`config.mk`:
```
export PLATFORM = sky130hd
export DESIGN_NAME = irq_prio_resolver
export DESIGN_NICKNAME = d
export VERILOG_FILES = /design/src/rtl/rip_pkg.sv /design/src/rtl/rip_prio_pick.sv /design/src/rtl/rip_mask_arb.sv /design/src/rtl/rip_irq_cond.sv /design/src/rtl/irq_prio_resolver.sv
export SDC_FILE = /design/constraint.sdc
export NUM_CORES = 1
export LEC_CHECK = 0
export BUFFER_PORTS_ARGS = -buffer_cell sky130_fd_sc_hd__buf_2
export CORE_UTILIZATION = 50
export DETAILED_ROUTE_END_ITERATION = 7
export GPL_TIMING_DRIVEN = 0
export PLACE_DENSITY = 0.78
export SLEW_MARGIN = 20
export SYNTH_ARGS = -nofsm -noshare
export SYNTH_HDL_FRONTEND = slang
export SYNTH_SLANG_ARGS = --single-unit
```
`constraint.sdc`:
```
create_clock -name clk -period 7.5 [get_ports clk]
set_clock_uncertainty 0.15 [all_clocks]
set_input_delay 0.375 -clock clk [delete_from_list [all_inputs] [get_ports clk]]
set_output_delay 0.375 -clock clk [all_outputs]
set_load 0.02 [all_outputs]
```
`src/rtl/rip_pkg.sv`:
```
package rip_pkg;
   localparam int NUM_FIXED = 6;
   typedef enum int {
      SRC_POR   = 0,
      SRC_CMF   = 1,
      SRC_COP   = 2,
      SRC_XIRQ  = 3,
      SRC_ILLOP = 4,
      SRC_SWI   = 5
   } fixed_src_e;
endpackage

```
`src/rtl/rip_prio_pick.sv`:
```
module rip_prio_pick #(
   parameter int N = 8
) (
   input  logic [N-1:0] req,
   output logic [N-1:0] win
);
   generate
      if (N < 1) begin : g_bad
         $error("rip_prio_pick: N must be at least 1");
      end
   endgenerate

   logic [N:0] seen;
   assign seen[0] = 1'b0;

   for (genvar i = 0; i < N; i++) begin : g_chain
      assign seen[i+1] = seen[i] | req[i];
      assign win[i]    = req[i] & ~seen[i];
   end
endmodule

```
`src/rtl/rip_mask_arb.sv`:
```
module rip_mask_arb #(
   parameter int N     = 10,
   parameter int SEL_W = 4
) (
   input  logic [N-1:0]     req,
   input  logic [SEL_W-1:0] sel,
   output logic [N-1:0]     win
);
   generate
      if (N > (1 << SEL_W)) begin : g_bad
         $error("rip_mask_arb: select field too narrow for N sources");
      end
   endgenerate

   logic [N-1:0] sel_hot;
   logic [N-1:0] fixed_win;
   logic         promoted;

   for (genvar i = 0; i < N; i++) begin : g_dec
      assign sel_hot[i] = (sel == SEL_W'(i));
   end

   rip_prio_pick #(.N(N)) u_fixed (
      .req (req),
      .win (fixed_win)
   );

   assign promoted = |(sel_hot & req);
   assign win      = promoted ? (sel_hot & req) : fixed_win;
endmodule

```
`src/rtl/rip_irq_cond.sv`:
```
module rip_irq_cond (
   input  logic clk,
   input  logic rst_n,
   input  logic edge_mode,
   input  logic irq_n,
   input  logic taken,
   output logic irq_req
);
   logic pin_q;
   logic latch_q;
   logic fall;

   assign fall = edge_mode & pin_q & ~irq_n;

   always_ff @(posedge clk or negedge rst_n) begin
      if (!rst_n) begin
         pin_q   <= 1'b1;
         latch_q <= 1'b0;
      end else begin
         pin_q <= irq_n;
         if (edge_mode)
            latch_q <= fall | (latch_q & ~taken);
         else
            latch_q <= 1'b0;
      end
   end

   assign irq_req = edge_mode ? latch_q : ~irq_n;
endmodule

```
`src/rtl/irq_prio_resolver.sv`:
```
module irq_prio_resolver
   import rip_pkg::*;
#(
   parameter  int NUM_MASK = 10,
   parameter  int SEL_W    = 4,
   parameter  int IRQ_IDX  = 5,
   parameter  int SEL_RST  = 5,
   localparam int NSRC     = NUM_FIXED + NUM_MASK,
   localparam int IDX_W    = $clog2(NSRC)
) (
   input  logic                clk,
   input  logic                rst_n,
   input  logic                por_i,
   input  logic                cmf_i,
   input  logic                cop_i,
   input  logic                cop_off_i,
   input  logic                xirq_i,
   input  logic                illop_i,
   input  logic                swi_i,
   input  logic                irq_n_i,
   input  logic [NUM_MASK-1:0] mreq_i,
   input  logic                i_mask_i,
   input  logic                ctl_we_i,
   input  logic [SEL_W-1:0]    ctl_sel_i,
   input  logic                ctl_edge_i,
   input  logic                ctl_cme_i,
   input  logic                xmask_clr_i,
   output logic [NSRC-1:0]     grant_o,
   output logic [IDX_W-1:0]    idx_o,
   output logic                valid_o
);
   generate
      if (IRQ_IDX < 0 || IRQ_IDX >= NUM_MASK) begin : g_bad_irq
         $error("irq_prio_resolver: IRQ_IDX outside maskable group");
      end
      if (SEL_RST < 0 || SEL_RST >= (1 << SEL_W)) begin : g_bad_rst
         $error("irq_prio_resolver: SEL_RST does not fit select field");
      end
      if (NUM_MASK < 1) begin : g_bad_num
         $error("irq_prio_resolver: NUM_MASK must be at least 1");
      end
   endgenerate

   // control state
   logic [SEL_W-1:0] sel_q;
   logic             edge_q;
   logic             cme_q;
   logic             xmask_q;

   always_ff @(posedge clk or negedge rst_n) begin
      if (!rst_n) begin
         sel_q  <= SEL_W'(SEL_RST);
         edge_q <= 1'b0;
         cme_q  <= 1'b0;
      end else if (ctl_we_i) begin
         sel_q  <= ctl_sel_i;
         edge_q <= ctl_edge_i;
         cme_q  <= ctl_cme_i;
      end
   end

   always_ff @(posedge clk or negedge rst_n) begin
      if (!rst_n)
         xmask_q <= 1'b1;
      else if (xmask_clr_i)
         xmask_q <= 1'b0;
   end

   // fixed group gating
   logic [NUM_FIXED-1:0] fixed_req;
   always_comb begin
      fixed_req            = '0;
      fixed_req[SRC_POR]   = por_i;
      fixed_req[SRC_CMF]   = cmf_i & cme_q;
      fixed_req[SRC_COP]   = cop_i & ~cop_off_i;
      fixed_req[SRC_XIRQ]  = xirq_i & ~xmask_q;
      fixed_req[SRC_ILLOP] = illop_i;
      fixed_req[SRC_SWI]   = swi_i;
   end

   // IRQ pin conditioning
   logic irq_req;
   logic irq_taken;
   logic [NSRC-1:0] pick;

   assign irq_taken = pick[NUM_FIXED + IRQ_IDX];

   rip_irq_cond u_irq (
      .clk       (clk),
      .rst_n     (rst_n),
      .edge_mode (edge_q),
      .irq_n     (irq_n_i),
      .taken     (irq_taken),
      .irq_req   (irq_req)
   );

   // maskable group
   logic [NUM_MASK-1:0] mask_req;
   logic [NUM_MASK-1:0] mask_win;

   always_comb begin
      mask_req          = mreq_i;
      mask_req[IRQ_IDX] = irq_req;
      if (i_mask_i)
         mask_req = '0;
   end

   rip_mask_arb #(.N(NUM_MASK), .SEL_W(SEL_W)) u_marb (
      .req (mask_req),
      .sel (sel_q),
      .win (mask_win)
   );

   // final resolution: fixed group ranks above maskable winner
   rip_prio_pick #(.N(NSRC)) u_final (
      .req ({mask_win, fixed_req}),
      .win (pick)
   );

   logic [IDX_W-1:0] idx_c;
   always_comb begin
      idx_c = '0;
      for (int k = 0; k < NSRC; k++) begin
         if (pick[k])
            idx_c = IDX_W'(k);
      end
   end

   always_ff @(posedge clk or negedge rst_n) begin
      if (!rst_n) begin
         grant_o <= '0;
         idx_o   <= '0;
         valid_o <= 1'b0;
      end else begin
         grant_o <= pick;
         idx_o   <= idx_c;
         valid_o <= |pick;
      end
   end
endmodule

```
# Word-level counts from Yosys, hierarchy flattened
# Index checks and enable logic that the tools add are counted.
# Widths: inputs -> output; s select.
# op_classes
n_eq_ne,9
mux,19
bitwise,82
reduce_logical,3
# ops
op,n
$mux 4,14
$and 1x1->1,30
$not 1->1,28
$or 1x1->1,23
$mux 10,2
$eq 4x3->1 const B,4
$reduce_or 16->1,1
$and 10x10->10,1
$reduce_or 10->1,1
$eq 4x2->1 const B,2
$eq 4x4->1 const B,2
$eq 4x1->1 const B,1
$logic_not 4->1,1
$mux 1,3
# totals
regBits,30
output_inout_bits,21
word_cells,122

# Logic depth before layout (Yosys ltp)
# Gate-level depths: netlist (run 1).
# logic_depth
word_depth,26
mapped_depth,8
mapped_depth_nobuf,7

# Hierarchy
# From an unflattened synthesis (run 1), not the netlist that was laid out.
# unflattened
hier_cells,190
hier_area_um2,1931.9
# by_module_without_submodules
mod,instances,cells_per_inst,area_per_inst_um2
irq_prio_resolver,1,77,1033.5
rip_mask_arb,1,58,392.9
rip_prio_pick (u_final),1,31,259.0
rip_prio_pick (u_marb.u_fixed),1,17,155.1
rip_irq_cond,1,7,91.3

# Worst setup path before layout (run 1)
# Ideal clock, no wire load.
# synth_path
path_type,register to register
start,reg sel_q[2]
end,reg idx_o[1]
t_arrival_ns,2.336
required_time_ns,7.277
setup_slack_ns,4.941
path_stages_with_launch,9
path_buffers,1
period_less_slack_ns,2.559
cell_sequence,dfstp_2 -> clkbuf_1 -> nor2_1 -> and3_4 -> or4_4 -> or4_4 -> o21ai_2 -> o311ai_0 -> nand4bb_1
# synth_via
elab_chain_len,16
elab_cells_between_ends,51
# synth_rtl
item,line,source
start: declaration,irq_prio_resolver.sv:45,logic [SEL_W-1:0] sel_q;
start signal: assignment,irq_prio_resolver.sv:52,sel_q <= SEL_W'(SEL_RST);
start signal: assignment,irq_prio_resolver.sv:56,sel_q <= ctl_sel_i;
"$eq 4x1->1, or another cell as far along",rip_mask_arb.sv:20,assign sel_hot[i] = (sel == SEL_W'(i));
$and 10x10->10 *,"rip_mask_arb.sv:28, rip_mask_arb.sv:29",
$reduce_or 10->1,rip_mask_arb.sv:28,assign promoted = |(sel_hot & req);
$mux 10 *,rip_mask_arb.sv:29,assign win = promoted ? (sel_hot & req) : fixed_win;
$or 1x1->1,rip_prio_pick.sv:17,assign seen[i+1] = seen[i] | req[i];
$not 1->1 / $or 1x1->1 (equally long branches),"rip_prio_pick.sv:18, rip_prio_pick.sv:17",
"$and 1x1->1, or another cell as far along",rip_prio_pick.sv:18,assign win[i] = req[i] & ~seen[i];
"$mux 4, or another cell as far along (7 in series)",irq_prio_resolver.sv:124,if (pick[k])
$mux 4 / $and 1x1->1 (equally long branches),"irq_prio_resolver.sv:124, rip_prio_pick.sv:18",
$mux 4 *,irq_prio_resolver.sv:124,
via idx_c[1],irq_prio_resolver.sv:120,logic [IDX_W-1:0] idx_c;
end signal: assignment,irq_prio_resolver.sv:136,idx_o <= idx_c;
end: declaration,irq_prio_resolver.sv:29,"output logic [IDX_W-1:0] idx_o,"
# The timed path passes the listed nets; every way through them passes the cells marked *.
# A chain may end at the register's enable or synchronous reset.

# Final worst setup path (run 1)
# layout_path
start,reg sel_q[0]
end,reg grant_o[14]
# layout_via
elab_chain_len,14
elab_cells_between_ends,23
# layout_rtl
item,line,source
"$eq 4x1->1, or another cell as far along",rip_mask_arb.sv:20,
$and 10x10->10 *,"rip_mask_arb.sv:28, rip_mask_arb.sv:29",
$reduce_or 10->1,rip_mask_arb.sv:28,
$mux 10 *,rip_mask_arb.sv:29,
$or 1x1->1 (8 in series),rip_prio_pick.sv:17,
$not 1->1,rip_prio_pick.sv:18,
$and 1x1->1 *,rip_prio_pick.sv:18,
via pick[14],irq_prio_resolver.sv:84,logic [NSRC-1:0] pick;
end signal: assignment,irq_prio_resolver.sv:135,grant_o <= pick;
end: declaration,irq_prio_resolver.sv:28,"output logic [NSRC-1:0] grant_o,"
# Marked as above.

==> metrics.md, run 1 <==
| Metric | Value |
|---|---|
| Number of antenna violations at the first check in global routing | 0 |
| Number of global-route vias before repair | 1,333 |
| First-pass GRT wire length | 5.823 mm |
| Row count | 20 |
| Clock buffer depth | 2 |
| Overall via count from detail_route | 1,473 |
| Detailed-route wire length | 3.670 mm |
| Num CTS Buffers | 5 |
| Leakage component of the power | 1.013 nW |
| Grt ovf | 0 |
| Minimum hold slack | 0.006873 ns |
| Max Slew Vio Count | 0 |
| Core area | 3078 um^2 |
| Maximum number of pins on one net before global-route repair | 31 |
| Synthesized area | 1644 um^2 |
| Count of antenna diodes in the layout | 0 |
| Setup total negative slack | 0 ns |
| Mean post-synth cell area | 10.15 um^2 |
| First-pass DRT Iterations | 4 |
| Initial core utilization | 53.41% |
| Number of synthesized flops with an enable pin | 0 |
| Net total in the final layout | 247 |
| Die Ht | 59.34 um |
| Cell variety after synth | 53 |
| Category of the critical setup timing path | flop to flop |
| Clock Latency Late Sink | 0.33 ns |
| Peak ir drop on the vdd network | 123.1 uV |
| Worst min-delay path category | primary input to flop |
| Power density over cell area | 170.0 nW/um^2 |
| Number of max-cap violations | 0 |
| Detail Placement HPWL | 2.888 mm |
| Top library cells by usage in the layout, fill and taps aside | 48 x buf_2, 26 x dfrtp_1, 13 x nor2_1, 11 x nand2_1, 10 x and3_1 |
| Proportion of synthesized chip area in sequential cells | 45.97% |
| Required time worst endpoint | 7.57 ns |
| Post-synth top flop | dfrtp_1 |
| Number of ports placed on the die boundary | 50 |
| Post-cts resize count | 0 |
| Reg-to-reg setup timing slack | 4.62 ns |
| Unrepaired setup endpoints after global routing | false |
| Initial DRC count | 52 |
| Transition time at the pin with the least slew margin | 0.6341 ns |
| FF+latch count, synth | 30 |
| Final setup violating endpoints | 0 |
| DR vias/cell | 5.601 |
| Post-synthesis instance total | 162 |
| Biggest cell delay along the critical path | 0.54 ns |
| Minimum clock period | 2.880 ns |
| Asr flop ratio synth | 100.0% |
| Overall track demand over capacity in global routing | 22.83% |
| Ordered list of cells on the worst path | buf_2, and2b_1, and3_1, or3_4, nor4b_4, a31o_2, or4b_4, nor4_1 |
| H-tree levels | 2 |
| Sinks on Clock Net | 30 |
| Final weighted congestion in routability-driven placement | 0.9181 |
| Postcts setup bufs | 0 |
| Leading cell type in the layout, fill and taps excluded | buf_2 |
| Remaining max-slew budget at the tightest pin | 57.72% |
| Chip Width | 59.34 um |
| Net count after synthesis | 191 |
| Layout area overhead | 22.76% |
| Outcome | finished, final reports clean |
| Remaining antenna violation count | 0 |
| CTS tree | yes |
| Tcrit/Tclk final | 38.40% |
| Hold violation count in the final report | 0 |
| Largest fanout on the critical path | 9 |
| Share of final-layout standard cells stronger than drive strength 1 | 38.36% |
| Total DRC errors in the routed layout | 0 |
| Critical Path End Type | flop |
| Clk Tree Root Cell | clkbuf_4 |
| Arrival time of the worst setup path | 2.95 ns |
| Worst setup SP type | flop |
| Synthesis warning total | 0 |
| Floorplan die area | 3521 um^2 |
| CP max-delay cell | or4b_4 |
| Per-cell routed wire length | 13.95 um |
| Achievable Freq | 347.2 MHz |
| Number of I/O port buffers | 47 |
| Clock-pin slew reported for the worst setup and hold paths after clock tree synthesis | 0.09 ns |
| Kind of cell with the highest combined delay on the critical path | simple AND/OR/NAND/NOR gates |
| Number of buffer and inverter instances along the worst setup path | 1 |
==> per-layer routing <==
layer / global-route usage [%] / share of wire, %
met5: 0 / 0
met4: 10.88 / 2.8
met2: 37.88 / 48
met1: 27.07 / 42
met3: 6.550 / 6.8
==> cell families (layout without fill, tap and decap cells) <==
| kind of cell | count (synthesis) | count (layout) | share of synthesized area [%] |
|---|---|---|---|
| muxes | 8 | 8 | 5.707 |
| buffers and inverters | 11 | 68 | 3.500 |
| and+or+nand+nor | 83 | 83 | 31.97 |
| DFF | 30 | 30 | 45.97 |
| AOI/OAI and AO/OA | 30 | 30 | 12.86 |
==> power breakdown <==
| part | switching, mW | total, mW | internal (mW) |
|---|---|---|---|
| sequential | 0.00351 | 0.173 | 0.170 |
| clock | 0.0548 | 0.0998 | 0.0450 |
| combinational | 0.0409 | 0.0700 | 0.0291 |
==> state kept, by name, indices dropped and copies added (netlist names) <==
| name | count |
|---|---|
| valid_o | 1 |
| cme_q | 1 |
| xmask_q | 1 |
| u_irq.pin_q | 1 |
| u_irq.latch_q | 1 |
| grant_o | 16 |
| idx_o | 4 |
| sel_q | 4 |
| edge_q | 1 |
==> synthesized netlist by cell type, types with 2 or more instances <==
cell type | number | area, um^2
nor2b_1 | 6 | 37.54
dfrtp_1 | 26 | 650.6
nand2b_1 | 3 | 18.77
clkbuf_1 | 2 | 7.510
inv_1 | 6 | 22.52
mux2_2 | 6 | 67.56
nor3_1 | 6 | 30.03
dfstp_2 | 4 | 105.1
o21ai_1 | 2 | 10.01
and3_1 | 10 | 62.56
or4_4 | 2 | 22.52
nand3_1 | 8 | 40.04
nand3b_1 | 2 | 15.01
nor2_1 | 13 | 48.80
a21oi_1 | 8 | 40.04
nor4_1 | 3 | 18.77
o311ai_0 | 2 | 17.52
nand2_1 | 11 | 41.29
a31oi_1 | 3 | 18.77
buf_6 | 2 | 22.52
a21oi_2 | 2 | 17.52
nand4b_1 | 3 | 26.28
o31ai_1 | 2 | 15.01
==> repair_timing <==
item	in CTS	in global routing
hold buffers	2	0
hold endpoints to repair	27	0
setup endpoints to repair	0	0
==> through the flow <==
step / cell area [um^2] / setup slack (ns) / power [mW] / utilization (%) / instances
6_report: 2018 / 4.620 / 0.3431 / 65.57 / 263
5_1_grt: 2018 / 4.475 / 0.3588 / 65.57 / 263
4_1_cts: 2018 / 4.636 / 0.3458 / 65.57 / 263
3_5_place_dp: 1934 / 4.646 / 0.2452 / 62.85 / 253
3_3_place_gp: 1934 / 4.688 / 0.2425 / 62.85 / 253
2_1_floorplan: 1644 / 4.941 / 0.2208 / - / 162
==> worst paths after layout <==
| path | from | to | cells after the start |
|---|---|---|---|
| min in group asynchronous | rst_n | idx_o[0]$_DFF_PN0_ | 2 |
| max reg2reg | sel_q[0]$_DFFE_PN1P_ | grant_o[14]$_DFF_PN0_ | 8 |
| max in group asynchronous | rst_n | grant_o[11]$_DFF_PN0_ | 2 |
| min reg2reg | xmask_q$_DFFE_PN1P_ | xmask_q$_DFFE_PN1P_ | 2 |
| min | irq_n_i | u_irq.pin_q$_DFF_PN1_ | 1 |
| max | sel_q[0]$_DFFE_PN1P_ | grant_o[14]$_DFF_PN0_ | 8 |
==> final cells by class <==
type	instances	area, um^2
Tap cell	44	55.05
Multi-Input combinational cell	121	830.8
Timing Repair Buffer	49	255.2
Buffer	5	35.03
Clock buffer	6	51.30
Fill cell	243	1060
Sequential cell	30	755.7
Inverter	6	22.52
Clock inverter	2	12.51
Power figures use the tool's default switching activity.
==> run 2: changes to the inputs <==
ABC_AREA = 1   (was default)
CORE_UTILIZATION = 46   (was 50)
PLACE_DENSITY = 0.75   (was 0.78)
clock period = 2.5 ns   (was 7.5 ns; I/O delays follow)
==> metrics.md, run 2 <==
| Metric | Value |
|---|---|
| Leading cell type in the layout, fill and taps excluded | buf_2 |
| Commonest cells in the synthesized netlist | 42 x nand2_1, 32 x inv_1, 26 x dfrtp_1 |
| First-pass DRT Iterations | 4 (unchanged) |
| Worst min-delay path category | primary input to flop |
| Endpoint of the worst hold path | grant_o[3]$_DFF_PN0_ |
| Synthesized area | 1703 um^2 (+3.6%) |
| Floorplan die area | 3949 um^2 (+12%) |
| Synthesis warning total | 0 (unchanged) |
| Clock Latency Late Sink | 0.28 ns (-0.05 ns) |
| Number of global-route vias before repair | 1,496 (+12%) |
| Asr flop ratio synth | 100.0% (unchanged) |
| Category of the critical setup timing path | primary input to flop |
| Cell variety after synth | 30 (-43%) |
| Die Ht | 62.85 um (+5.9%) |
| Reported net switching power | 0.3152 mW (+220%) |
| Post-synthesis instance total | 209 (+29%) |
| Share of final-layout standard cells stronger than drive strength 1 | 35.11% (-3.2 points) |
| Relative contribution of combinational cells to total power | 20.1% (-0.3 points) |
| Number of standard cells in the layout, taps in and fillers out | 328 (+25%) |
| Mean post-synth cell area | 8.148 um^2 (-20%) |
| Required time worst endpoint | 2.50 ns (-5.07 ns) |
| Hold path start | cop_off_i |
| Worst setup SP type | primary input |
| Remaining max-slew budget at the tightest pin | 58.84% (+1.1 points) |
| Largest cells by area after synthesis | dfrtp_1 38%, nand2_1 9.3%, inv_1 7.1%, dfstp_2 6.2%, nor2_1 5.3% |
| Worst Reg2Reg Path Length in Cells | 13 (+5) |
| Minimum clock period | 2.310 ns |
| Post-synth top flop | dfrtp_1 |
| Unrepaired setup endpoints after global routing | false |
| Sequential share of power | 46.0% (-4.5 points) |
| Power density over cell area | 501.5 nW/um^2 (+190%) |
| Arrival time of the worst setup path | 2.31 ns (-0.64 ns) |
| Net total in the final layout | 310 (+26%) |
| Clock-pin slew reported for the worst setup and hold paths after clock tree synthesis | 0.06 ns (-0.03 ns) |
| Initial core utilization | 49.47% (-3.9 points) |
| Reg-to-reg setup timing slack | 0.21 ns (-4.41 ns) |
| Filler Cells Inserted | 295 (+21%) |
| Switching part of the total power | 27.72% (-1.2 points) |
| Most repeated cell in the gate-level netlist after synthesis | nand2_1 |
| Per-cell routed wire length | 10.23 um (-27%) |
| Sinks on Clock Net | 30 (unchanged) |
| Overall via count from detail_route | 1,524 (+3.5%) |
| Post-cts resize count | 0 (unchanged) |
| Internal power contribution | 0.8217 mW (+240%) |
| Startpoint of the most critical register-to-register path | sel_q[0]$_DFFE_PN1P_ |
| Setup total negative slack | 0 ns (unchanged) |
| Outcome | finished, final reports clean |
| Cell taking the most area after synthesis | dfrtp_1 |
| Critical Path End Type | flop |
| Number of max-cap violations | 0 (unchanged) |
| Detailed-route wire length | 3.357 mm (-8.5%) |
| H-tree levels | 2 (unchanged) |
| Num CTS Buffers | 5 (unchanged) |
| Number of cells after detailed placement | 302 (+19%) |
| Detail Placement HPWL | 2.556 mm (-12%) |
| Overall track demand over capacity in global routing | 19.80% (-3.0 points) |
| Postcts setup bufs | 0 (unchanged) |
| First-pass GRT wire length | 6.030 mm (+3.6%) |
| Tcrit/Tclk final | 92.39% |
| WHS Path Cells | 5 (+4) |
| Count of antenna diodes in the layout | 0 (unchanged) |
| Max Slew Vio Count | 0 (unchanged) |
| Number of I/O port buffers | 47 (unchanged) |
| Largest registers ranked by flip-flop count | grant_o x16, idx_o x4, sel_q x4 |
| Peak ir drop on the vdd network | 261.8 uV (+110%) |
| Number of synthesized flops with an enable pin | 0 (unchanged) |
| CTS tree | yes |
| Largest fanout on the critical path | 5 (-4) |
| Transition time at the pin with the least slew margin | 0.6174 ns (-0.01669 ns) |
| Clock buffer depth | 2 (unchanged) |
| Achievable Freq | 432.9 MHz |
| Final setup violating endpoints | 0 (unchanged) |
| Clk Tree Root Cell | clkbuf_8 |
| Number of antenna violations at the first check in global routing | 0 (unchanged) |
| Maximum number of pins on one net before global-route repair | 31 (unchanged) |
| Hold violation count in the final report | 0 (unchanged) |
| Total DRC errors in the routed layout | 0 (unchanged) |
| Initial DRC count | 60 (+15%) |
| Area share of the leading cell type in the synthesized netlist | 38.21% (-1.4 points) |
| Chip Width | 62.85 um (+5.9%) |
| Max reg flops | 16 (unchanged) |
| Final weighted congestion in routability-driven placement | 0.8866 (-3.4%) |
| Core area | 3442 um^2 (+12%) |
| Remaining antenna violation count | 0 (unchanged) |
| Most flop-heavy register | grant_o |
| Terminus of the critical flop-to-flop path | valid_o$_DFF_PN0_ |
| Top library cells by usage in the layout, fill and taps aside | 47 x buf_2, 42 x nand2_1, 32 x inv_1, 26 x dfrtp_1, 24 x nor2_1 |
| DR vias/cell | 4.646 (-17%) |
| Proportion of synthesized chip area in sequential cells | 44.38% (-1.6 points) |
| Layout area overhead | 33.14% |
| FF+latch count, synth | 30 (unchanged) |
| Fraction of power consumed by the clock network | 33.8% (+4.7 points) |
| Number of ports placed on the die boundary | 50 (unchanged) |
| Leakage component of the power | 1.265 nW (+25%) |
| Grt ovf | 0 (unchanged) |
| Row count | 21 (+5.0%) |
| Net count after synthesis | 238 (+25%) |
## run 2: cell types whose count changed after synthesis, moves of 6 or more
cell and change:
nand2_1 +31, inv_2 +9, and3_1 -10, inv_1 +26
nor2b_1 -6, nor2_2 +8, nor2_1 +11, o21ai_0 +7
## run 2: area by class of cell
cell class	instances	area, um^2	share of cell area, %
inverter	42	160.2	7.064
clock inverter	1	5.005	0.2208
multi-input combinational	135	772.0	34.05
tap	46	57.56	2.539
clock buffer	7	86.33	3.808
buffer	2	15.01	0.6623
sequential	30	755.7	33.33
timing repair buffer	65	415.4	18.32
## run 2: stage by stage
| step | worst slack (ns) | total power, mW | cell area [um^2] | utilization (%) | hold WS (ns) |
|---|---|---|---|---|---|
| global route | 0.03626 | 1.205 | 2267 | 65.87 | 0.1463 |
| floorplan | 0.4071 | 0.6734 | 1703 | - | -0.3206 |
| detailed placement | 0.2384 | 0.7389 | 1996 | 57.98 | 0.02271 |
| global placement | 0.2360 | 0.7359 | 1996 | 57.98 | 0.02336 |
| CTS | 0.2195 | 1.147 | 2267 | 65.87 | 0.07914 |
| finish | 0.1902 | 1.137 | 2267 | 65.87 | 0.1122 |
## run 2: power groups by stage
stage / sequential [mW] / clock, mW / combinational [mW]
finish: 0.523 / 0.384 / 0.229
global route: 0.526 / 0.423 / 0.257
CTS: 0.524 / 0.394 / 0.230
detailed placement: 0.532 / 0 / 0.207
global placement: 0.531 / 0 / 0.204
floorplan: 0.548 / 0 / 0.126
## run 2: critical path, stage by stage
cell           delay, ns
dlygate4sd3_1       0.54
buf_2               0.13
a21oi_1             0.18
inv_1               0.10
nor2_1              0.11
nand2_1             0.07
nor2_1              0.20
nand3_2             0.14
nor2_4              0.17
nand4_4             0.16
nor3_4              0.18
nand2_1             0.10
inv_1               0.06
nand2_1             0.04
## run 2: per-layer routing
metal | track usage [%] | part of all wire [%]
met5 | 0 | 0
met4 | 10.17 | 1.9
met3 | 4.197 | 4.7
met2 | 35.05 | 49
met1 | 22.18 | 44
## run 2: how the worst max path moves through the flow
stage,from,to,slack [ns],cells after the start
floorplan,sel_q[0]$_DFFE_PN1P_,valid_o$_DFF_PN0_,0.41,13
global placement,sel_q[0]$_DFFE_PN1P_,valid_o$_DFF_PN0_,0.24,13
detailed placement,sel_q[0]$_DFFE_PN1P_,valid_o$_DFF_PN0_,0.24,13
CTS,sel_q[0]$_DFFE_PN1P_,valid_o$_DFF_PN0_,0.22,13
global route,sel_q[0]$_DFFE_PN1P_,valid_o$_DFF_PN0_,0.04,13
finish,cmf_i,valid_o$_DFF_PN0_,0.19,14
## run 2: logic make-up (layout without fill, tap and decap cells)
family,after synthesis,in the layout,synth area share [%]
muxes,1,1,0.6612
and+or+nand+nor,112,112,35.42
DFF,30,30,44.38
AOI/OAI and AO/OA,22,22,9.258
buffers and inverters,44,117,10.29
## run 2: what timing repair did
| item | CTS | global route |
|---|---|---|
| hold endpoints to repair | 41 | 0 |
| hold buffers | 18 | 0 |
| endpoints found under the setup margin | 0 | 0 |
==> run 3: changes to the inputs <==
--- a/config.mk
+++ b/config.mk
@@ -8,8 +8,8 @@
 export ABC_AREA = 1
 export BUFFER_PORTS_ARGS = -buffer_cell sky130_fd_sc_hd__buf_2
-export CORE_UTILIZATION = 46
+export CORE_UTILIZATION = 50
 export DETAILED_ROUTE_END_ITERATION = 7
 export GPL_TIMING_DRIVEN = 0
-export PLACE_DENSITY = 0.75
+export PLACE_DENSITY = 0.78
 export SLEW_MARGIN = 20
 export SYNTH_ARGS = -nofsm -noshare
==> constraint.sdc (replaced) <==
create_clock -name clk -period 2.58 [get_ports clk]
set_clock_uncertainty 0.15 [all_clocks]
set_input_delay 0.129 -clock clk [delete_from_list [all_inputs] [get_ports clk]]
set_output_delay 0.129 -clock clk [all_outputs]
set_load 0.005 [all_outputs]
==> metrics.md, run 3 (synthesis gave the netlist of run 2 again) <==
| Metric | Value |
|---|---|
| Outcome | finished, final reports clean |
| Leading cell type in the layout, fill and taps excluded | buf_2 |
| Biggest cell delay along the critical path | 0.57 ns (+0.03 ns) |
| Clock buffer depth | 2 (unchanged) |
| Most flop-heavy register | grant_o |
| Final setup violating endpoints | 0 (unchanged) |
| Post-cts resize count | 0 (unchanged) |
| Count of antenna diodes in the layout | 0 (unchanged) |
| Hold path start | ctl_we_i |
| Die Ht | 60.36 um (-4.0%) |
| Area of the multi-input gates | 772.0 um^2 (unchanged) |
| Overall track demand over capacity in global routing | 23.41% (+3.6 points) |
| Top library cells by usage in the layout, fill and taps aside | 47 x buf_2, 42 x nand2_1, 32 x inv_1, 26 x dfrtp_1, 24 x nor2_1 |
| Initial DRC count | 58 (-3.3%) |
| Max reg flops | 16 (unchanged) |
| Layout area overhead | 31.74% |
| Minimum clock period | 2.324 ns |
| Number of antenna violations at the first check in global routing | 0 (unchanged) |
| Total DRC errors in the routed layout | 0 (unchanged) |
| CTS tree | yes |
| Detail Placement HPWL | 2.582 mm (+1.0%) |
| Arrival time of the worst setup path | 2.43 ns (+0.12 ns) |
| Minimum hold slack | 0.1088 ns (-0.003329 ns) |
| Kind of cell with the highest combined delay on the critical path | simple AND/OR/NAND/NOR gates |
| Reg-to-reg setup timing slack | 0.26 ns (+0.05 ns) |
| Net total in the final layout | 311 (+0.32%) |
| Clock-pin slew reported for the worst setup and hold paths after clock tree synthesis | 0.10 ns (+0.04 ns) |
| Sinks on Clock Net | 30 (unchanged) |
| Worst setup SP type | flop |
| First-pass GRT wire length | 6.154 mm (+2.1%) |
| Required time worst endpoint | 2.69 ns (+0.19 ns) |
| Number of ports placed on the die boundary | 50 (unchanged) |
| Filler Cells Inserted | 263 (-11%) |
| Clock Latency Late Sink | 0.33 ns (+0.05 ns) |
| Floorplan die area | 3643 um^2 (-7.8%) |
| Terminus of the critical flop-to-flop path | idx_o[2]$_DFF_PN0_ |
| Largest fanout on the critical path | 8 (+3) |
| Power density over cell area | 448.2 nW/um^2 (-11%) |
| Maximum number of pins on one net before global-route repair | 31 (unchanged) |
| Number of buffer and inverter instances along the worst setup path | 1 (-3) |
| Unrepaired setup endpoints after global routing | false |
| Area taken by flip-flops and latches | 755.7 um^2 (unchanged) |
| DR vias/cell | 4.765 (+2.5%) |
| Worst Reg2Reg Path Length in Cells | 12 (-1) |
| Row count | 20 (-4.8%) |
| Clk Tree Root Cell | clkbuf_4 |
| First-pass DRT Iterations | 4 (unchanged) |
| Grt ovf | 0 (unchanged) |
| Postcts setup bufs | 0 (unchanged) |
| Worst min-delay path category | primary input to flop |
| Tcrit/Tclk final | 90.10% |
| Peak ir drop on the vdd network | 235.0 uV (-10%) |
| Number of I/O port buffers | 47 (unchanged) |
| Category of the critical setup timing path | flop to flop |
| Overall via count from detail_route | 1,558 (+2.2%) |
| Startpoint of the most critical register-to-register path | sel_q[0]$_DFFE_PN1P_ |
| Initial core utilization | 54.01% (+4.5 points) |
| Largest registers ranked by flip-flop count | grant_o x16, idx_o x4, sel_q x4 |
| Achievable Freq | 430.2 MHz |
| Num CTS Buffers | 5 (unchanged) |
| Setup total negative slack | 0 ns (unchanged) |
| Endpoint of the worst hold path | sel_q[0]$_DFFE_PN1P_ |
| Number of hold buffers added after CTS | 19 (+1) |
| Max Slew Vio Count | 0 (unchanged) |
| Number of max-cap violations | 0 (unchanged) |
| H-tree levels | 2 (unchanged) |
| Leakage component of the power | 1.258 nW (-0.53%) |
| Ordered list of cells on the worst path | inv_2, nor2_2, nand3_2, nand2_1, nor2_2, nand3_4, o21ai_4, nor2_4, nand4_4, nor2_4, o2111ai_2, nand2_1 |
| Final weighted congestion in routability-driven placement | 0.8829 (-0.42%) |
| Hold violation count in the final report | 0 (unchanged) |
| WHS Path Cells | 4 (-1) |
| Core area | 3153 um^2 (-8.4%) |
| Post-layout total power | 1.005 mW (-12%) |
| Remaining max-slew budget at the tightest pin | 57.89% (-0.95 points) |
| Per-cell routed wire length | 11.07 um (+8.2%) |
| CP max-delay cell | dfstp_2 |
| Share of final-layout standard cells stronger than drive strength 1 | 34.98% (-0.12 points) |
| Chip Width | 60.36 um (-4.0%) |
| Remaining antenna violation count | 0 (unchanged) |
| Transition time at the pin with the least slew margin | 0.6317 ns (+0.01426 ns) |
| Critical Path End Type | flop |
| Number of global-route vias before repair | 1,483 (-0.87%) |
| Detailed-route wire length | 3.620 mm (+7.8%) |
-- run 3: cell types whose count changed in the layout (fill, tap and decap cells not counted), sizes merged --
| cell | delta |
|---|---|
| dlygate4sd3 | +1 |
-- run 3: area by class of cell --
cell class	instances	share of cell area [%]
Buffer	2	0.6693
Clock buffer	7	2.454
Clock inverter	1	0.2231
Inverter	42	7.139
Multi-Input combinational cell	135	34.41
Sequential cell	30	33.69
Tap cell	44	2.454
Timing Repair Buffer	66	18.96
-- run 3: tightest hold or removal path: cells and delay by family --
family	cells	cell delay, ns
buf+inv	2	0.29
simple gates	1	0.09
compound gates	1	0.07
-- run 3: metal layers --
layer / track usage, % / part of all wire [%]
met4: 10.63 / 2.5
met1: 25.41 / 42
met2: 42.39 / 51
met5: 0 / 0
met3: 6.183 / 4.6
-- run 3: worst max path at each step --
stage,from,end,slack [ns],cells past startpoint
after floorplan,sel_q[0]$_DFFE_PN1P_,valid_o$_DFF_PN0_,0.49,13
after global placement,sel_q[0]$_DFFE_PN1P_,valid_o$_DFF_PN0_,0.31,13
after detailed placement,sel_q[0]$_DFFE_PN1P_,valid_o$_DFF_PN0_,0.29,13
after CTS,sel_q[0]$_DFFE_PN1P_,valid_o$_DFF_PN0_,0.26,13
after global routing,sel_q[1]$_DFFE_PN0P_,valid_o$_DFF_PN0_,0.05,12
final,sel_q[0]$_DFFE_PN1P_,idx_o[2]$_DFF_PN0_,0.26,12
-- run 3: power by group --
group	total [mW]	switching [mW]	internal, mW
Clock	0.287	0.155	0.132
Sequential	0.507	0.0123	0.495
Combinational	0.212	0.125	0.0867
-- run 3: through the flow --
stage	setup WS [ns]	area, um^2	utilization, %	cells
3_3_place_gp	0.3067	1993	63.21	300
5_1_grt	0.05459	2243	71.15	327
2_1_floorplan	0.4871	1703	-	209
3_5_place_dp	0.2919	1993	63.21	300
4_1_cts	0.2593	2243	71.15	327
6_report	0.2555	2243	71.15	327
